==> src/rtl/rtd_pkg.sv <==
package rtd_pkg;

  typedef enum logic [2:0] {
    ST_OFF,
    ST_WAIT,
    ST_PULSE,
    ST_SAMPLE,
    ST_DONE
  } seqState_t;

  typedef struct packed {
    logic loadTimer;
    logic incHits;
    logic clrHits;
    logic setDet;
    logic clrDet;
  } dpCmd_t;

  // Number of consecutive hits a mode needs; zero means detection is off.
  function automatic logic [1:0] hitsForMode(input logic [2:0] code);
    case (code)
      3'd1:    hitsForMode = 2'd3;
      3'd2:    hitsForMode = 2'd2;
      3'd4:    hitsForMode = 2'd1;
      default: hitsForMode = 2'd0;
    endcase
  endfunction

  function automatic logic isReservedCode(input logic [2:0] code);
    isReservedCode = (code == 3'd3) || (code > 3'd4);
  endfunction

endpackage

==> src/rtl/rtd_pd_qual.sv <==
module rtd_pd_qual #(
  parameter int HOLD_CYCLES = 50000
) (
  input  logic clk,
  input  logic rstN,
  input  logic pdIn,
  output logic rearm
);
  localparam int CW = $clog2(HOLD_CYCLES + 1);
  localparam logic [CW-1:0] FULL = CW'(HOLD_CYCLES);

  logic [CW-1:0] holdCnt;

  always_ff @(posedge clk or negedge rstN) begin
    if (!rstN) begin
      holdCnt <= '0;
    end else if (!pdIn) begin
      holdCnt <= '0;
    end else if (holdCnt != FULL) begin
      holdCnt <= holdCnt + CW'(1);
    end
  end

  // Release after a long enough hold restarts the group.
  assign rearm = !pdIn && (holdCnt == FULL);

  p_cnt_sat_r10: assert property (@(posedge clk) disable iff (!rstN)
    holdCnt <= FULL);

  p_rearm_qualified_r10: assert property (@(posedge clk) disable iff (!rstN)
    rearm |-> $past(pdIn));

endmodule

==> src/rtl/rtd_seq_dp.sv <==
module rtd_seq_dp
  import rtd_pkg::*;
#(
  parameter int POLL_CYCLES = 37500
) (
  input  logic       clk,
  input  logic       rstN,
  input  dpCmd_t     cmd,
  output logic       timerZero,
  output logic [1:0] hitCnt,
  output logic       detFlag
);
  localparam int TW = (POLL_CYCLES > 1) ? $clog2(POLL_CYCLES) : 1;
  localparam logic [TW-1:0] RELOAD = TW'(POLL_CYCLES - 1);

  logic [TW-1:0] pollTimer;

  always_ff @(posedge clk or negedge rstN) begin
    if (!rstN) begin
      pollTimer <= '0;
    end else if (cmd.loadTimer) begin
      pollTimer <= RELOAD;
    end else if (pollTimer != '0) begin
      pollTimer <= pollTimer - TW'(1);
    end
  end

  assign timerZero = (pollTimer == '0);

  always_ff @(posedge clk or negedge rstN) begin
    if (!rstN) begin
      hitCnt <= '0;
    end else if (cmd.clrHits) begin
      hitCnt <= '0;
    end else if (cmd.incHits && hitCnt != 2'd3) begin
      hitCnt <= hitCnt + 2'd1;
    end
  end

  always_ff @(posedge clk or negedge rstN) begin
    if (!rstN) begin
      detFlag <= 1'b0;
    end else if (cmd.clrDet) begin
      detFlag <= 1'b0;
    end else if (cmd.setDet) begin
      detFlag <= 1'b1;
    end
  end

  p_cmd_exclusive_r8: assert property (@(posedge clk) disable iff (!rstN)
    !(cmd.setDet && cmd.clrDet) && !(cmd.incHits && cmd.clrHits));

  p_hit_counted_r2: assert property (@(posedge clk) disable iff (!rstN)
    (cmd.incHits && !cmd.clrHits) |=> hitCnt != 2'd0);

endmodule

==> src/rtl/rtd_seq_ctrl.sv <==
module rtd_seq_ctrl
  import rtd_pkg::*;
(
  input  logic       clk,
  input  logic       rstN,
  input  logic       detActive,
  input  logic [1:0] needHits,
  input  logic       pdIn,
  input  logic       rearm,
  input  logic       cmpHit,
  input  logic       timerZero,
  input  logic [1:0] hitCnt,
  input  logic       detFlag,
  output dpCmd_t     cmd,
  output logic       attempt
);
  seqState_t state, nxtState;
  logic [2:0] hitsAfter;

  assign hitsAfter = {1'b0, hitCnt} + 3'd1;

  always_comb begin
    nxtState = state;
    cmd      = '0;
    if (rearm) begin
      // Qualified release: discard all progress.
      cmd.clrHits   = 1'b1;
      cmd.clrDet    = 1'b1;
      cmd.loadTimer = 1'b1;
      nxtState      = ST_WAIT;
    end else if (pdIn) begin
      // Held in reset: abort any attempt, keep counts and latch.
      if (state == ST_WAIT || state == ST_PULSE || state == ST_SAMPLE) begin
        cmd.loadTimer = 1'b1;
        nxtState      = ST_WAIT;
      end
    end else if (!detActive) begin
      cmd.clrHits = 1'b1;
      cmd.clrDet  = 1'b1;
      nxtState    = ST_OFF;
    end else begin
      case (state)
        ST_OFF: begin
          cmd.clrHits   = 1'b1;
          cmd.loadTimer = 1'b1;
          nxtState      = ST_WAIT;
        end
        ST_WAIT: begin
          if (timerZero) nxtState = ST_PULSE;
        end
        ST_PULSE: begin
          nxtState = ST_SAMPLE;
        end
        ST_SAMPLE: begin
          if (cmpHit) begin
            cmd.incHits = 1'b1;
            if (hitsAfter >= {1'b0, needHits}) begin
              cmd.setDet = 1'b1;
              nxtState   = ST_DONE;
            end else begin
              cmd.loadTimer = 1'b1;
              nxtState      = ST_WAIT;
            end
          end else begin
            cmd.clrHits   = 1'b1;
            cmd.loadTimer = 1'b1;
            nxtState      = ST_WAIT;
          end
        end
        ST_DONE: begin
          nxtState = ST_DONE;
        end
        default: begin
          nxtState = ST_OFF;
        end
      endcase
    end
  end

  always_ff @(posedge clk or negedge rstN) begin
    if (!rstN) state <= ST_OFF;
    else       state <= nxtState;
  end

  assign attempt = (state == ST_PULSE) && !pdIn;

  p_strobe_single_r6: assert property (@(posedge clk) disable iff (!rstN)
    attempt |=> !attempt);

  p_det_after_attempt_r6: assert property (@(posedge clk) disable iff (!rstN)
    $rose(detFlag) |-> $past(attempt, 2));

  p_poll_due_r7: assert property (@(posedge clk) disable iff (!rstN)
    $rose(attempt) |-> $past(timerZero));

  p_miss_clears_r2: assert property (@(posedge clk) disable iff (!rstN)
    (state == ST_SAMPLE && !pdIn && !rearm && detActive && !cmpHit) |=> hitCnt == 2'd0);

  p_det_hold_r8: assert property (@(posedge clk) disable iff (!rstN)
    (detFlag && !rearm && (detActive || pdIn)) |=> detFlag);

  p_no_strobe_when_done_r8: assert property (@(posedge clk) disable iff (!rstN)
    detFlag |-> !attempt);

endmodule

==> src/rtl/rx_term_detect.sv <==
module rx_term_detect
  import rtd_pkg::*;
#(
  parameter int NUM_GROUPS     = 2,
  parameter int POLL_CYCLES    = 37500,
  parameter int PD_HOLD_CYCLES = 50000
) (
  input  logic                  clk,
  input  logic                  rstN,
  input  logic [2:0]            modeSel,
  input  logic [NUM_GROUPS-1:0] pdIn,
  input  logic [NUM_GROUPS-1:0] cmpHit,
  output logic [NUM_GROUPS-1:0] attempt,
  output logic [NUM_GROUPS-1:0] termOn,
  output logic [NUM_GROUPS-1:0] detected,
  output logic                  rsvdMode
);
  logic [1:0] needHits;
  logic       detActive;

  assign needHits  = hitsForMode(modeSel);
  assign detActive = (needHits != 2'd0);
  assign rsvdMode  = isReservedCode(modeSel) && !(&pdIn);

  for (genvar g = 0; g < NUM_GROUPS; g++) begin : g_grp
    logic       rearm;
    logic       timerZero;
    logic [1:0] hitCnt;
    logic       detFlag;
    dpCmd_t     cmd;

    rtd_pd_qual #(
      .HOLD_CYCLES(PD_HOLD_CYCLES)
    ) i_qual (
      .clk  (clk),
      .rstN (rstN),
      .pdIn (pdIn[g]),
      .rearm(rearm)
    );

    rtd_seq_ctrl i_ctrl (
      .clk      (clk),
      .rstN     (rstN),
      .detActive(detActive),
      .needHits (needHits),
      .pdIn     (pdIn[g]),
      .rearm    (rearm),
      .cmpHit   (cmpHit[g]),
      .timerZero(timerZero),
      .hitCnt   (hitCnt),
      .detFlag  (detFlag),
      .cmd      (cmd),
      .attempt  (attempt[g])
    );

    rtd_seq_dp #(
      .POLL_CYCLES(POLL_CYCLES)
    ) i_dp (
      .clk      (clk),
      .rstN     (rstN),
      .cmd      (cmd),
      .timerZero(timerZero),
      .hitCnt   (hitCnt),
      .detFlag  (detFlag)
    );

    assign termOn[g]   = !pdIn[g] && (!detActive || detFlag);
    assign detected[g] = detFlag;

    p_term_follows_det_r8: assert property (@(posedge clk) disable iff (!rstN)
      (detected[g] && !pdIn[g]) |-> termOn[g]);
  end

endmodule

==> config.mk <==
export PLATFORM = sky130hd
export DESIGN_NAME = rx_term_detect
export DESIGN_NICKNAME = d
export VERILOG_FILES = /design/src/rtl/rtd_pkg.sv /design/src/rtl/rtd_pd_qual.sv /design/src/rtl/rtd_seq_dp.sv /design/src/rtl/rtd_seq_ctrl.sv /design/src/rtl/rx_term_detect.sv
export SDC_FILE = /design/constraint.sdc
export NUM_CORES = 1
export LEC_CHECK = 0
export ABC_CLOCK_PERIOD_IN_PS = 3300
export CAP_MARGIN = 20
export CORE_AREA = 5 5 125 127
export DETAILED_ROUTE_END_ITERATION = 8
export DIE_AREA = 0 0 130 132
export GPL_TIMING_DRIVEN = 0
export PLACE_DENSITY = 0.58
export SLEW_MARGIN = 20
export SYNTH_ARGS = -nofsm -noshare
export SYNTH_HDL_FRONTEND = slang
export SYNTH_HIERARCHICAL = 1
export SYNTH_SLANG_ARGS = --single-unit
==> constraint.sdc <==
create_clock -name clk -period 3.3 [get_ports clk]
set_input_delay 0.99 -clock clk [delete_from_list [all_inputs] [get_ports clk]]
set_output_delay 0.99 -clock clk [all_outputs]
set_load 0.03 [all_outputs]
# ---- After elaboration in Yosys (flattened, before gate mapping)
# Index checks and enable logic that the tools add are counted.
dict set report totals {
  register_bits 76
  latchBits 0
  mem_bits_rw 0
  romBits 0
  in_bits 9
  out_inout_bits 7
  elab_cells 157
  n_memories 0
}
dict set report op_classes {
  addsub 8
  mul 0
  div 0
  magnitude_cmp 3
  n_eq_ne 24
  shift 0
  muxes 76
  bitwise_logic 0
  n_reduce_logical 36
}
# operator n
set ops {}
lappend ops {{$mux W16} 8}
lappend ops {{$mux W3} 14}
lappend ops {{$mux W1} 39}
lappend ops {{$add A16 B1 Y16 const B} 2}
lappend ops {{$eq A16 B16 Y1 const B} 2}
lappend ops {{$logic_not A16 Y1} 2}
lappend ops {{$ne A16 B16 Y1 const B} 2}
lappend ops {{$reduce_bool A16 Y1} 2}
lappend ops {{$sub A16 B1 Y16 const B} 2}
lappend ops {{$pmux W3 S5} 2}
lappend ops {{$eq A3 B2 Y1 const B} 6}
lappend ops {{$reduce_bool A2 Y1} 7}
lappend ops {{$mux W2} 6}
lappend ops {{$eq A3 B1 Y1 const B} 3}
lappend ops {{$eq A3 B3 Y1 const B} 3}
lappend ops {{$logic_and A1 B1 Y1} 9}
lappend ops {{$mux W4} 2}
lappend ops {{$pmux W1 S2} 4}
lappend ops {{$logic_or A1 B1 Y1} 7}
lappend ops {{$add A2 B1 Y3 const B} 2}
lappend ops {{$ge A3 B2 Y1} 2}
lappend ops {{$logic_not A3 Y1} 2}
lappend ops {{$ne A3 B1 Y1 const B} 2}
lappend ops {{$pmux W2 S3} 1}
lappend ops {{8 further kinds} 16}

# ---- Logic depth before layout (Yosys ltp)
dict set report depth {
  word_depth 12
  mapped_depth 12
  mapped_depth_nobuf 9
}

# ---- Modules after synthesis
# Netlist, hierarchy kept.
# mod n_inst cells_each area_per_inst_um2
set by_module_without_submodules {}
lappend by_module_without_submodules {rtd_pd_qual 2 95 917.1}
lappend by_module_without_submodules {{rtd_seq_dp at g_grp[0].i_dp} 1 107 1086.0}
lappend by_module_without_submodules {{rtd_seq_dp at g_grp[1].i_dp} 1 111 1053.5}
lappend by_module_without_submodules {rtd_seq_ctrl 2 52 397.9}
lappend by_module_without_submodules {rx_term_detect 1 21 142.6}

# ---- Least setup slack after synthesis
# OpenSTA, ideal clock, no wires.
dict set report synth_path {
  kind {in2reg}
  startpoint {in modeSel[2]}
  endpoint {reg g_grp[1].i_dp.pollTimer[2]}
  setup_time_ns 0.120
  arrival_ns 3.217
  required_ns 3.180
  path_slack_ns -0.037
  cell_stages 10
  path_buffers 2
  path_cell_list {buf_2 xnor2_1 o21ai_0 nor2b_2 nand3_1 a21oi_1 or3_1 clkbuf_1 inv_1 a31o_2}
}
# element line_no
set synth_lines {}
lappend synth_lines {{from (decl)} rx_term_detect.sv:10} ;# input logic [2:0] modeSel,
lappend synth_lines {{to (signal assigned)} rtd_seq_dp.sv:24} ;# pollTimer <= pollTimer - TW'(1);
lappend synth_lines {{to (decl)} rtd_seq_dp.sv:16} ;# logic [TW-1:0] pollTimer;

# ---- Final worst setup path
dict set report layout_path {
  startpoint {in pdIn[0]}
  endpoint {out attempt[0]}
}
dict set report layout_via {
  elab_chain_len 2
}
# element line_no
set layout_lines {}
lappend layout_lines {{from (decl)} rx_term_detect.sv:11} ;# input logic [NUM_GROUPS-1:0] pdIn,
lappend layout_lines {{$logic_not A1 Y1} rtd_seq_ctrl.sv:85} ;# assign attempt = (state == ST_PULSE) && !pdIn;
lappend layout_lines {{$logic_and A1 B1 Y1} rtd_seq_ctrl.sv:85}
lappend layout_lines {{to (decl)} rx_term_detect.sv:13} ;# output logic [NUM_GROUPS-1:0] attempt,
# Every way passes these cells.

==> out/results.txt <==
The run finished with clean final reports. The tools report the number of hold violations in the final report as 0. The run gives 7580 um as the detailed placer's ending HPWL.

After filler insertion, the fill cell instance count of the layout stands at 1458. The run gives 533 as the gate count after technology mapping. The end of the worst hold path was g_grp[1].i_qual/holdCnt[15]. Across all setup checks in the final design, the least slack found is 0.0967 ns. IR analysis of the VDD net gives a maximum drop of 243 uV. The number of setup buffers added after CTS is 0. The synthesized net count was 556. The count of cells in the finished layout, fillers not included, comes to 746. In the post-synthesis netlist, the biggest area contributors are sky130_fd_sc_hd__dfrtp_1, sky130_fd_sc_hd__mux2i_1, sky130_fd_sc_hd__nor2_1, sky130_fd_sc_hd__ha_1, sky130_fd_sc_hd__a21oi_1.

The source-to-sink clock delay at the later pin of the worst-skew pair came out at 0.34 ns. TritonCTS built the clock tree. The sequential cells in the finished layout cover a total of 1900 um^2. Measured along the x axis, the die boundary spans 130 um. For this run, the post-layout net count is 580.

The beginning of the worst register-to-register path is g_grp[0].i_qual/holdCnt[3]. Mean cell area of the mapped netlist: 9.22 um^2. The run gives 312 MHz as the top achievable clock speed. Wire length per cell: 14.4 um. The number of DRC markers after the initial detailed-route iteration came out at 221.

In this run the critical register-to-register path is captured at g_grp[0].i_dp/pollTimer[6]. The number of clock buffers added by TritonCTS is 9. Setup repair after global routing left no endpoint under its margin. The register bit total from synthesis was 76; the initial antenna violation count was 0.

Area fraction of the dominant cell type after synthesis: 38.7%. Count of pins over their slew limit: 0. Final setup violation count: 0. The total of warnings raised by yosys was 6; the area occupied by multi-input gates was 2810 um^2. The number of cells on the worst reg-to-reg path is 8, and the maximum fanout along the worst path is 10. The via count of the first global-routing pass came out at 3852.

The run gives 730 as the cell count after placement. Maximum clock skew at final layout: 0.00563 ns. For the wire length of the first global-routing pass, the log shows 18300 um. STA classifies the critical path startpoint as an input pin. The logs give 4 for the total iterations of the first detailed-routing run and 58.8% for the worst-case headroom to the max-slew limit.

The net switching power is 611 uW. Counting every sink on the clock net gives 76. The sort of element at the end of the critical path is an output pin. The power per cell area is 411 nW/um^2, and the reg-to-reg setup timing slack is 0.58 ns. The most common flop cell mapped by yosys is sky130_fd_sc_hd__dfrtp_1. The final critical delay including setup and external delays is 3.20 ns, and the global router's overall resource usage is 13.0%. Cell internal power was estimated by the tool at 1680 uW. Pin placement for this block handled 16 I/O pins.

Ranked by instance count, the synthesized netlist is headed by sky130_fd_sc_hd__dfrtp_1, sky130_fd_sc_hd__nor2_1, sky130_fd_sc_hd__nand2_1. Summing every instance area after synthesis gives 4910 um^2. The layout overhead on the synthesized area is 13.5%.

The min-delay analysis places its worst path in the category register to register. After synthesis, flip-flops and latches occupy 38.7% of the total area. The clock network burns 41.3% of the power. The ratio of cells with drive above 1 in the final layout is 12.3%. For the count of different cell masters after synthesis, the log shows 65. The final-layout setup total negative slack is 0 ns. Clock-pin slew was measured on the worst setup and hold paths at 0.06 ns. For the reported leakage power, the log shows 0.00214 uW.

Pre-CTS setup slack: -0.655 ns. The number of cell rows is 44, and the initial standard-cell utilization of the core is 34.3%. The die is 132 um tall.

At the worst endpoint, the required time is 2.31 ns. sky130_fd_sc_hd__dfrtp_1 takes more of the synthesized area than any other cell. The number of H-tree levels was 3. Global routing finished with a remaining overflow of 0. The critical path is of the input pin to output pin type. The count of input and output buffers is 12, and the routed via count divided by cell count is 5.44. At the end of routability-driven placement, the weighted congestion stood at 0.848. Combinational logic burns 12.9% of the power. The logs give 2 for the maximum number of buffers from clock root to sink and 0 for the total inserted antenna cells.

The cell chosen for the clock root is sky130_fd_sc_hd__clkbuf_16. The number of remaining DRC errors is 0, and the arrival time at the worst endpoint is 2.21 ns. The detail route stage leaves a number of antenna-violating nets equal to 0.

At the pin with the least slew margin, the transition time is 0.602 ns. Per report_power, the sequential group accounts for 45.8% of the total. The overall via count from detail_route came out at 4060. Across the run, the number of max-cap violations was 0.

The area of the core region is 14300 um^2. Wires add up to 10700 um. Yosys mapped a number of flops with a built-in enable equal to 0.

The switching share of power was 26.7%. Entering global routing, the biggest net connects 40 pins. At the end of the flow the core is filled with cells to 39.0%. Counting flops with an async set or reset pin after synthesis yields a share of 100%. The die area was 17200 um^2.

Among all cell types in the netlist, the one instantiated most often is sky130_fd_sc_hd__dfrtp_1. The origin of the worst min-delay path is g_grp[1].i_qual/holdCnt[15]. The number of cells on the worst hold path came out at 2.

The share of the clock period used by the worst path is 97.1%, and the final-layout worst hold slack is 0.555 ns.
-- cell usage in the layout, fill, tap and decap left out, types with 8 or more instances in the layout --
| master | netlist | final |
|---|---|---|
| sky130_fd_sc_hd__o21ai_0 | 23 | 22 |
| sky130_fd_sc_hd__buf_2 | 6 | 8 |
| sky130_fd_sc_hd__nor4_1 | 19 | 18 |
| sky130_fd_sc_hd__nor2_1 | 51 | 50 |
| sky130_fd_sc_hd__inv_1 | 21 | 20 |
| sky130_fd_sc_hd__nand2b_1 | 22 | 22 |
| sky130_fd_sc_hd__nand3b_1 | 13 | 13 |
| sky130_fd_sc_hd__nand4_1 | 13 | 13 |
| sky130_fd_sc_hd__nor2b_1 | 18 | 18 |
| sky130_fd_sc_hd__or3_1 | 15 | 14 |
| sky130_fd_sc_hd__clkbuf_16 | 0 | 9 |
| sky130_fd_sc_hd__mux2i_1 | 22 | 22 |
| sky130_fd_sc_hd__or4_1 | 11 | 11 |
| sky130_fd_sc_hd__dfrtp_1 | 76 | 76 |
| sky130_fd_sc_hd__nand2_1 | 37 | 37 |
| sky130_fd_sc_hd__ha_1 | 12 | 12 |
| sky130_fd_sc_hd__a21oi_1 | 28 | 28 |
| sky130_fd_sc_hd__nand3_1 | 20 | 20 |
-- stage by stage --
step                      cell area (um^2)  power (uW)
final                                 5580        2290
after floorplan                       4910        1260
after detailed placement              5280        1360
after CTS                             5580        2330
after global routing                  5580        2410
after global placement                5260        1340
-- sequential cells by signal, indices dropped and copies added (netlist names) --
register              count
g_grp.i_qual/holdCnt     32
g_grp.i_dp/detFlag        2
g_grp.i_dp/pollTimer     32
g_grp.i_dp/hitCnt         4
g_grp.i_ctrl/state        6
-- layer usage --
metal  vias to the layer above  GRT usage (%)  wire [um]
met5                         -              0          0
met4                         0           3.64        111
met3                         9           4.05        366
met2                        59           21.5       5280
met1                      1982           16.3       4960
li1                       2010              -          -
-- critical path, cell delays in order --
cell                            delay [ns]
sky130_fd_sc_hd__dlygate4sd2_1        0.33
sky130_fd_sc_hd__buf_2                0.23
sky130_fd_sc_hd__nor4_2               0.23
sky130_fd_sc_hd__dlygate4sd1_1        0.42
-- layout make-up --
class	count	area share, %
Multi-Input combinational cell	413	50.3
Sequential cell	76	34.1
Clock buffer	15	4.98
Tap cell	184	4.13
Buffer	23	2.67
Timing Repair Buffer	13	2.27
Inverter	21	1.41
Clock inverter	1	0.0898
-- worst max path at each step --
stage / from / to / cells after the start
3_3_place_gp: rstN / g_grp[1].i_qual/holdCnt[14] / 1
3_5_place_dp: pdIn[0] / attempt[0] / 4
5_1_grt: modeSel[1] / g_grp[0].i_dp/pollTimer[3] / 12
4_1_cts: pdIn[1] / attempt[1] / 4
6_report: pdIn[0] / attempt[0] / 4
2_1_floorplan: modeSel[1] / g_grp[0].i_dp/pollTimer[1] / 11
-- cells by family after synthesis --
kind of cell / count (synthesis) / share of synthesized area, %
compound gates: 98 / 13.3
xor+xnor: 8 / 1.43
buf+inv: 44 / 4.51
flops: 76 / 38.7
simple gates: 263 / 31.9
fa+ha+maj: 14 / 3.87
mux: 30 / 6.32
-- power groups by stage --
stage / registers, uW / clock network [uW] / logic, uW
finish: 1050 / 946 / 295
global placement: 1060 / 0 / 284
CTS: 1050 / 985 / 299
global route: 1060 / 1010 / 341
detailed placement: 1060 / 0 / 298
floorplan: 1050 / 0 / 213
-- timing repair --
action | 4_1_cts | 5_1_grt
pin swaps | 0 | 0
hold buffers | 0 | 0
gates resized for setup | 18 | 5
endpoints found under the hold margin | 0 | 0
setup endpoints to repair | 31 | 10
(Power assumes the default switching activity.)
